**config.mk**
```make
export PLATFORM = sky130hd
export DESIGN_NAME = pport_useq
export DESIGN_NICKNAME = d
export VERILOG_FILES = /design/src/rtl/pport_useq.sv
export SDC_FILE = /design/constraint.sdc
export NUM_CORES = 2
export LEC_CHECK = 0
export BUFFER_PORTS_ARGS = -buffer_cell sky130_fd_sc_hd__buf_2
export CORE_MARGIN = 1
export CORE_UTILIZATION = 52
export DETAILED_ROUTE_END_ITERATION = 6
export PLACE_DENSITY = 0.73
export RECOVER_POWER = 100
export SLEW_MARGIN = 20
export SYNTH_ARGS = -nofsm -noshare
export SYNTH_HDL_FRONTEND = slang
export SYNTH_SLANG_ARGS = --single-unit
```
**constraint.sdc**
```tcl
create_clock -name clk -period 12.8 [get_ports clk]
set_clock_uncertainty 0.15 [all_clocks]
set_input_delay 2.56 -clock clk [delete_from_list [all_inputs] [get_ports clk]]
set_output_delay 2.56 -clock clk [all_outputs]
set_load 0.01 [all_outputs]
```
**src/rtl/pport_useq.sv**
```systemverilog
module pport_useq #(
  parameter int PDEPTH = 64,
  parameter int TICKS  = 4,
  parameter int BAW    = 8,
  localparam int PAW   = $clog2(PDEPTH)
) (
  input  logic           clk,
  input  logic           rst_n,
  input  logic           start,
  input  logic           prog_we,
  input  logic [PAW-1:0] prog_addr,
  input  logic [31:0]    prog_data,
  input  logic [7:0]     stat_in,
  input  logic [7:0]     pd_in,
  output logic [7:0]     pd_out,
  output logic           pd_oe,
  output logic [7:0]     ctl_out,
  output logic [BAW-1:0] buf_addr,
  output logic           buf_we,
  output logic [7:0]     buf_wdata,
  input  logic [7:0]     buf_rdata,
  output logic           busy,
  output logic           done,
  output logic           err,
  output logic [7:0]     ret_code
);
  localparam int DW = 8 + $clog2(TICKS + 1);

  localparam logic [4:0] OP_FETCH = 5'd2,  OP_MOD   = 5'd3,  OP_WR    = 5'd4,
                         OP_DLY   = 5'd5,  OP_SETB  = 5'd6,  OP_DBR   = 5'd7,
                         OP_BSET  = 5'd8,  OP_BCLR  = 5'd9,  OP_RET   = 5'd10,
                         OP_PTR   = 5'd12, OP_BSTAT = 5'd14, OP_SRET  = 5'd15,
                         OP_CALL  = 5'd16, OP_WRP   = 5'd17, OP_FETP  = 5'd18,
                         OP_TRIG  = 5'd19;

  typedef enum logic [2:0] {S_IDLE, S_RUN, S_WAIT, S_REP, S_TWR, S_TDL} st_t;

  logic [31:0]    pmem [PDEPTH];
  st_t            st;
  logic [PAW-1:0] pc, rpc;
  logic           in_sub, trig_m;
  logic [7:0]     br, cnt;
  logic [BAW-1:0] ptr;
  logic [DW-1:0]  dcnt;
  logic [31:0]    ir;

  always_ff @(posedge clk)
    if (prog_we) pmem[prog_addr] <= prog_data;

  wire [31:0] ins  = (st == S_RUN) ? pmem[pc] : ir;
  wire [4:0]  op   = ins[31:27];
  wire [2:0]  rsel = ins[26:24];
  wire [7:0]  fa   = ins[23:16];
  wire [7:0]  fb   = ins[15:8];
  wire [7:0]  fc   = ins[7:0];

  wire [7:0]     br_dec = br - 8'd1;
  wire [PAW-1:0] pc_inc = pc + PAW'(1);
  wire [PAW-1:0] pc_br  = pc_inc + PAW'($signed(fc));

  logic [7:0] rval;
  always_comb
    case (rsel)
      3'd0:    rval = pd_in;
      3'd1:    rval = stat_in;
      3'd2:    rval = ctl_out;
      default: rval = 8'h00;
    endcase

  logic take;
  always_comb
    case (op)
      OP_DBR:   take = $signed(br_dec) > 8'sd0;
      OP_BSET:  take = |(stat_in & fa);
      OP_BCLR:  take = |(~stat_in & fa);
      OP_BSTAT: take = ((stat_in & fa) == fa) && ((stat_in & fb) == 8'h00);
      default:  take = 1'b0;
    endcase

  logic known;
  always_comb
    case (op)
      OP_FETCH, OP_MOD, OP_WR, OP_DLY, OP_SETB, OP_DBR, OP_BSET, OP_BCLR, OP_RET,
      OP_PTR, OP_BSTAT, OP_SRET, OP_CALL, OP_WRP, OP_FETP, OP_TRIG: known = 1'b1;
      default: known = 1'b0;
    endcase

  wire fault = (st == S_RUN) &&
               (!known || (op == OP_SRET && !in_sub) || (op == OP_CALL && in_sub));

  assign buf_addr  = ptr;
  assign buf_we    = (st == S_RUN && op == OP_FETCH) || (st == S_REP && op == OP_FETP);
  assign buf_wdata = rval & ((op == OP_FETCH) ? fa : fb);
  assign busy      = (st != S_IDLE);
  assign pd_oe     = ~ctl_out[5];

  wire [7:0] base   = (rsel == 3'd2) ? ctl_out : pd_out;
  wire       wr_en  = (st == S_RUN && (op == OP_MOD || op == OP_WR)) ||
                      (st == S_REP && op == OP_WRP) || (st == S_TWR);
  wire [7:0] wr_val = (st != S_RUN) ? buf_rdata :
                      (op == OP_MOD) ? ((base | fa) & ~fb) : fa;

  always_ff @(posedge clk or negedge rst_n)
    if (!rst_n) begin
      pd_out  <= '0;
      ctl_out <= '0;
    end else if (wr_en) begin
      if (rsel == 3'd0) pd_out  <= wr_val;
      if (rsel == 3'd2) ctl_out <= wr_val;
    end

  always_ff @(posedge clk or negedge rst_n)
    if (!rst_n) begin
      st <= S_IDLE; pc <= '0; rpc <= '0; in_sub <= 1'b0; trig_m <= 1'b0;
      br <= '0; cnt <= '0; ptr <= '0; dcnt <= '0; ir <= '0;
      done <= 1'b0; err <= 1'b0; ret_code <= '0;
    end else begin
      done <= 1'b0;
      case (st)
        S_IDLE:
          if (start) begin
            st <= S_RUN; pc <= '0; in_sub <= 1'b0; err <= 1'b0;
            br <= '0; ptr <= '0;
          end
        S_RUN: begin
          ir <= ins;
          pc <= pc_inc;
          if (fault) begin
            done <= 1'b1; err <= 1'b1; ret_code <= '0; st <= S_IDLE;
          end else
            case (op)
              OP_DLY:
                if (fc != 8'd0) begin
                  dcnt <= DW'(fc) * DW'(TICKS); trig_m <= 1'b0; st <= S_WAIT;
                end
              OP_SETB: br <= fc;
              OP_DBR: begin
                br <= br_dec;
                if (take) pc <= pc_br;
              end
              OP_BSET, OP_BCLR, OP_BSTAT: if (take) pc <= pc_br;
              OP_RET: begin
                done <= 1'b1; ret_code <= fc; st <= S_IDLE;
              end
              OP_PTR:  ptr <= BAW'(fc);
              OP_SRET: begin
                pc <= rpc; in_sub <= 1'b0;
              end
              OP_CALL: begin
                rpc <= pc_inc; pc <= fc[PAW-1:0]; in_sub <= 1'b1;
              end
              OP_WRP, OP_FETP:
                if (fa != 8'd0) begin cnt <= fa; st <= S_REP; end
              OP_TRIG:
                if (fa != 8'd0) begin cnt <= fa; st <= S_TWR; end
              default: ;
            endcase
        end
        S_WAIT:
          if (dcnt == DW'(1)) begin
            if (trig_m && cnt != 8'd1) begin cnt <= cnt - 8'd1; st <= S_TWR; end
            else st <= S_RUN;
          end else dcnt <= dcnt - DW'(1);
        S_REP: begin
          ptr <= ptr + BAW'(1);
          if (cnt == 8'd1) st <= S_RUN;
          else cnt <= cnt - 8'd1;
        end
        S_TWR: begin
          ptr <= ptr + BAW'(1); st <= S_TDL;
        end
        S_TDL: begin
          ptr <= ptr + BAW'(1);
          if (buf_rdata != 8'd0) begin
            dcnt <= DW'(buf_rdata) * DW'(TICKS); trig_m <= 1'b1; st <= S_WAIT;
          end else if (cnt == 8'd1) st <= S_RUN;
          else begin cnt <= cnt - 8'd1; st <= S_TWR; end
        end
        default: st <= S_IDLE;
      endcase
    end

  AST_START_PC: assert property (@(posedge clk) disable iff (!rst_n)
    (st == S_IDLE && start) |=> (st == S_RUN && pc == '0));
  AST_DONE_PULSE: assert property (@(posedge clk) disable iff (!rst_n)
    done |=> !done);
  AST_DONE_IDLE: assert property (@(posedge clk) disable iff (!rst_n)
    done |-> !busy);
  AST_WAIT_DOWN: assert property (@(posedge clk) disable iff (!rst_n)
    (st == S_WAIT && dcnt > DW'(1)) |=> (st == S_WAIT && dcnt == $past(dcnt) - DW'(1)));
  AST_ONE_LEVEL: assert property (@(posedge clk) disable iff (!rst_n)
    (st == S_RUN && in_sub && op == OP_CALL) |=> (done && err));
  AST_BAD_OP: assert property (@(posedge clk) disable iff (!rst_n)
    (st == S_RUN && op == 5'd0) |=> (done && err && ret_code == 8'd0));
  AST_PTR_STEP: assert property (@(posedge clk) disable iff (!rst_n)
    (st == S_REP) |=> (ptr == $past(ptr) + BAW'(1)));
endmodule

```
== Word-level counts from Yosys, hierarchy flattened ==
Memories as Yosys holds them, arrays and structs flattened.
Cells that the tools add are included.
Word-level totals
  bits in registers: 110
  bits in latches: 0
  bits in writable memories: 2048
  bits in read-only memories: 32
  input bits: 66
  output and inout port bits: 45
  logic and storage cells: 194
  memories: 2
Operators by class
  add/sub/neg operators: 6
  multiply operators: 0
  div/mod/pow operators: 0
  order comparisons: 1
  equal/unequal tests: 48
  shift-type cells: 0
  muxes and demuxes: 63
  bitwise logic cells: 10
  reductions and logical operators: 49
Memories
  pmem: depth 64, bits a word 32, rd ports 1, clocked after memory_dff 0, write ports 1, line 38  | logic [31:0] pmem [PDEPTH];
  (no name shown): depth 32, bits a word 1, rd ports 1, clocked after memory_dff 0, write ports 0, line 82  | case (op)
Operators with widths (count)
  $mux 8: 17
  $mux 11: 5
  $pmux 8 s3: 2
  $and 8x8->8: 5
  $pmux 11 s3: 1
  $mux 32: 1
  $pmux 8 s2: 2
  $pmux 8 s4: 1
  $eq 5x4->1 const B: 6
  $mux 3: 10
  $reduce_bool 8->1: 3
  $eq 5x3->1 const B: 4
  $eq 5x5->1 const B: 4
  $mux 6: 3
  $ne 2x2->1 const B: 9
  $pmux 3 s6: 1
  $pmux 6 s3: 1
  $not 8->8: 2
  $reduce_or 8->1: 2
  $sub 8x1->8 const B: 2
  $reduce_and 7->1: 2
  $mux 1: 12
  $ne 4x4->1 const B: 3
  $pmux 3 s4: 1
  37 further kinds: 78

== Depth between registers and ports, before layout ==
  word-level depth: 10
  mapped depth: 21
  mapped depth without buffers: 16

== Worst setup path after synthesis ==
Ideal clock, no wire load.
  kind: reg2out
  from: register pc[0]
  to: output port buf_wdata[0]
  arrival time: 3.583 ns
  data required time: 10.090 ns
  setup slack: 6.507 ns
  stages on the path, launching flop included: 14
  buffers on the path: 5
  cells stage by stage: dfrtp_1 -> buf_6 -> buf_6 -> buf_4 -> buf_2 -> mux4_2 -> mux4_2 -> mux4_2 -> mux2i_1 -> buf_2 -> mux2i_1 -> nor2_1 -> a21oi_1 -> nor3_1
On the way
  longest elaborated chain between the ends: 5
  elaborated cells on any way between the ends: 9
  classes of those cells: eq/ne: 3; mux: 3; bitwise: 1; reduce/logical: 1; memory: 1
RTL lines
  start: declaration: line 40  | logic [PAW-1:0] pc, rpc;
  start signal: assignment: line 127  | pc <= pc_inc;
  start signal: assignment: line 139  | if (take) pc <= pc_br;
  start signal: assignment: line 141  | OP_BSET, OP_BCLR, OP_BSTAT: if (take) pc <= pc_br;
  $mem_v2 64x32 *
  $mux 32 *: line 50  | wire [31:0] ins = (st == S_RUN) ? pmem[pc] : ir;
  $eq 3x2->1, or another cell as far along: line 63  | case (rsel)
  $pmux 8 s3 / $mux 8 (equally long branches): line 63, 93
  $and 8x8->8 *: line 93  | assign buf_wdata = rval & ((op == OP_FETCH) ? fa : fb);
  end: declaration: line 20  | output logic [7:0] buf_wdata,
Every way passes the cells marked *; elsewhere a longest branch is shown, timed or not.

== Worst setup path in the final report ==
  from: register pc[1]
  to: output port buf_wdata[0]
The elaborated chain is that of the path after synthesis.

==> summary.md <==
| Metric | Value |
|---|---|
| Run status | `finished with violations` |
| Failing checks | `capacitance limit, slew limit` |
| Post-CTS Hold Fix Bufs | `0` |
| Worst VDD drop | `177.7 µV` |
| Global placement routability congestion | `~0.89` |
| Antenna violations before repair | `20` |
| Layout Nets | `4,606` |
| RSZ-0062 raised after global routing | `false` |
| HP Class | `register to register` |
| Post-Synthesis Cells | `4,311` |
| Reg area | `64,270 µm²` |
| Port bufs | `110` |
| Syn_nets | `between 4,000 and 5,000` |
| GRT overflow | `0` |
| EDFF count, synth | `approximately 2,000` |
| PD cells | `around 210 nW/µm²` |
| # setup viols final | `0` |
| Routed vias | `roughly 48,000` |
| CP Buf/Inv Count | `3` |
| Die area | `around 170,000 µm²` |
| CP peak stage delay | `~2 ns` |
| Clock buffer count from CTS | `about 200` |
| Clock Tree Buf Depth | `3` |
| # rows | `between 100 and 150` |
| First-pass GRT wire length | `~360,000 µm` |
| Worst Tran Pin Value | `roughly 4.5 ns` |
| M3 GR Usage | `under 10%` |
| Clk_lat worst skew | `around 0.85 ns` |
| DRC | `0` |
| Multi-input gate area | `a little over 20,000 µm²` |
| Switching share of power | `a little under a third` |
| Post-cts sizing count | `0` |
| Area grow syn2layout | `10.98%` |
| Starting Density | `52.64%` |
| H-tree levels | `4` |
| Final hold viol count | `0` |
| Crit-path max FO | `between 80 and 90` |
| Number of I/O pins | `between 100 and 150` |
| Total core area | `163,500 µm²` |
| GRT Max-Usage Layer | `met2` |
| DR WL/cell | `37.23 µm` |
| Max Fclk | `between 0.09 and 0.1 GHz` |
| Combinational group share of total power | `between 20% and 30%` |
| GR Util met1 | `a little over two fifths` |
| Post-DR vias/cell | `approximately 6.9` |
| Fillers | `roughly 12,000` |
| Pleak | `30.14 nW` |
| Post-CTS setup buffers | `0` |
| Delay-heaviest family, CP | `flip-flops` |
| Clock share of power | `30.0%` |
| Worst Path Required | `between 10 and 15 ns` |
| Final WL | `256,100 µm` |
| Largest net degree at the start of global routing | `between 80 and 90` |
| Clock-pin slew of the registers on the worst-case setup and hold paths | `roughly 0.06 ns` |
| Slowest cell on crit path | `dfrtp_1` |
| CP arrival | `7.77 ns` |
| Setup TNS | `0 ns` |
| CP Launch Type | `register` |
| Crit path kind | `register to output pin` |
| Max Slew Vio Count | `approximately 4,300` |
| Met2 usage | `46.88%` |
| Fraction of layout cells with a size suffix above 1 | `about 21%` |
| Tmin final | `~10 ns` |
| Tcrit/Tclk final | `about four fifths` |
| Commonest non-fill, non-tap cells in the layout | `2,048 x edfxtp_1, 489 x mux4_2, 208 x clkbuf_16` |
| Async set or reset register ratio after synthesis | `under 10%` |
| Die width | `between 400 and 500 µm` |
| CTS tree | `built` |
| Number of global-route vias before repair | `between 40,000 and 50,000` |
| Worst setup EP type | `output pin` |
| Register bit count reported by yosys | `roughly 2,200` |
| YS warnings | `0` |
| Post-Syn Area | `roughly 86,000 µm²` |
| Pwr Total | `just under 20 mW` |
| Internal power | `~13 mW` |
| CP Cell Sequence | `buf_12 > buf_4 > mux2_2 > o22ai_1 > a2111oi_0 > or4_1 > o211a_1 > a21o_1 > nor2_1 > mux2i_1 > nor3_1 > clkbuf_1` |
| Commonest non-fill, non-tap cell in the layout | `edfxtp_1` |
| Iter 0 DRT Violations | `around 9,000` |
| HPWL Detailed | `between 100,000 and 150,000 µm` |
| Maxcap violations | `109` |
| DRT Pass-1 Iters | `7` |
| Synth top area share | `a little under three quarters` |
| Pre-CTS setup slack | `between 4 and 5 ns` |
| Die H | `around 410 µm` |
| Biggest area consumer among synthesized cells | `edfxtp_1` |
| Synth top area cells | `edfxtp_1 71%, mux4_2 13%, dfrtp_1 3.2%, mux2i_1 2.0%, nand2_1 0.80%` |
| Root Driver | `clkbuf_16` |
| Ys flop type | `edfxtp_1` |
| Net Switching | `between 6 and 7 mW` |
| Seq/Total Area, Yosys | `about three quarters` |
| Distinct cells, synth | `between 90 and 100` |
| Antenna viol nets, final | `0` |
| All-Layer GR Usage | `between 30 and 40%` |
| Final setup margin | `about 2.3 ns` |
| Seq pwr share | `41.4%` |
| Mean area per synthesized cell | `between 15 and 20 µm²` |
| Clk sinks | `2,158` |
| Slew HR | `-202.6%` |
[cell families (layout without fill, tap and decap cells)]
family	count (synthesis)	after routing	synth area share [%]
xor+xnor	20	20	0.2035
simple gates	617	617	3.412
flops	2158	2158	74.64
buf+inv	272	657	1.698
compound gates	496	496	4.069
mux	734	734	15.76
fa+ha+maj	14	14	0.2122
other cells	0	8	0
[cell usage after synthesis (all sizes together) (6+ instances only)]
master   number
a22o         18
buf         151
nand2       185
mux2         75
a22oi        42
nor2b        39
nor2        168
nor4         18
o2111ai       6
mux2i       170
a32oi        14
a222oi        8
a31oi        15
dfrtp       110
nand3        45
nor3b        11
or3           8
a221oi       18
and3         20
a32o         10
o221ai        7
nand2b       23
o31ai        26
a2111oi      12
nor3         51
ha           13
o211ai       12
o2bb2ai       7
o22ai        45
and2         15
a211oi       27
mux4        489
inv          40
nand4        10
clkbuf       81
a21oi        72
o21a          6
xnor2        10
a21o          9
edfxtp     2048
o21ai        95
xor2         10
[sequential cells by signal, summed over array words and instances, names as in the netlist]
register / flops
dcnt: 11
pmem: 2048
ir: 32
ctl_out: 8
in_sub: 1
err: 1
pc: 6
done: 1
buf_addr: 8
ret_code: 8
br: 8
rpc: 6
pd_out: 8
cnt: 8
st: 3
trig_m: 1
[worst reg2reg max path, delay by kind of cell, from the launching register on]
family                 cells  cell delay, ns
AOI/OAI and AO/OA          6            2.98
buffers and inverters      3            1.93
DFF                        1            1.99
muxes                      2            1.02
and+or+nand+nor            2            0.73
[area by class of cell]
type,count,share of cell area [%]
Sequential cell,2158,67.28
Clock buffer,256,5.700
Inverter,40,0.1585
Tap cell,2175,2.849
Clock inverter,117,1.054
Multi-Input combinational cell,1881,21.63
Timing Repair Buffer,244,1.308
Antenna cell,8,0.02096
[final timing paths]
kind                                    from                    to  slack (ns)  cells past startpoint
hold reg to reg            ir[1]$_DFFE_PN0N_     ir[1]$_DFFE_PN0N_        0.33                      1
setup reg to reg           pc[1]$_DFFE_PN0P_  dcnt[10]$_DFFE_PN0P_        3.88                     13
max in group asynchronous              rst_n     pc[5]$_DFFE_PN0P_        4.95                      2
min in group asynchronous              rst_n     br[0]$_DFFE_PN0P_        2.39                      1
setup / recovery           pc[1]$_DFFE_PN0P_          buf_wdata[0]        2.32                     12
hold / removal             ir[1]$_DFFE_PN0N_     ir[1]$_DFFE_PN0N_        0.33                      1
[layer usage]
metal  wire length [µm]  part of all wire [%]
met5                 84                 0.033
met4              13030                   5.1
met3              36190                    14
met2             117500                    46
met1              89330                    35
[through the flow]
stage / hold WS (ns) / instances / util, % / instance area (µm²)
after floorplan: 0.2923 / 4311 / - / 86080
after global placement: 0.3052 / 6498 / 54.81 / 89620
after detailed placement: 0.3183 / 6498 / 54.81 / 89620
after CTS: 0.3323 / 6871 / 58.76 / 96080
after global routing: 0.3416 / 6874 / 58.42 / 95520
final: 0.3300 / 6879 / 58.42 / 95530
[power groups by stage]
stage	clock network [mW]	registers [mW]	logic (mW)
floorplan	0	8.16	3.89
global placement	0	8.28	5.51
detailed placement	0	8.28	5.56
CTS	5.93	8.14	5.60
global route	6.19	8.18	5.93
finish	5.92	8.16	5.66
(Power assumes the default switching activity.)
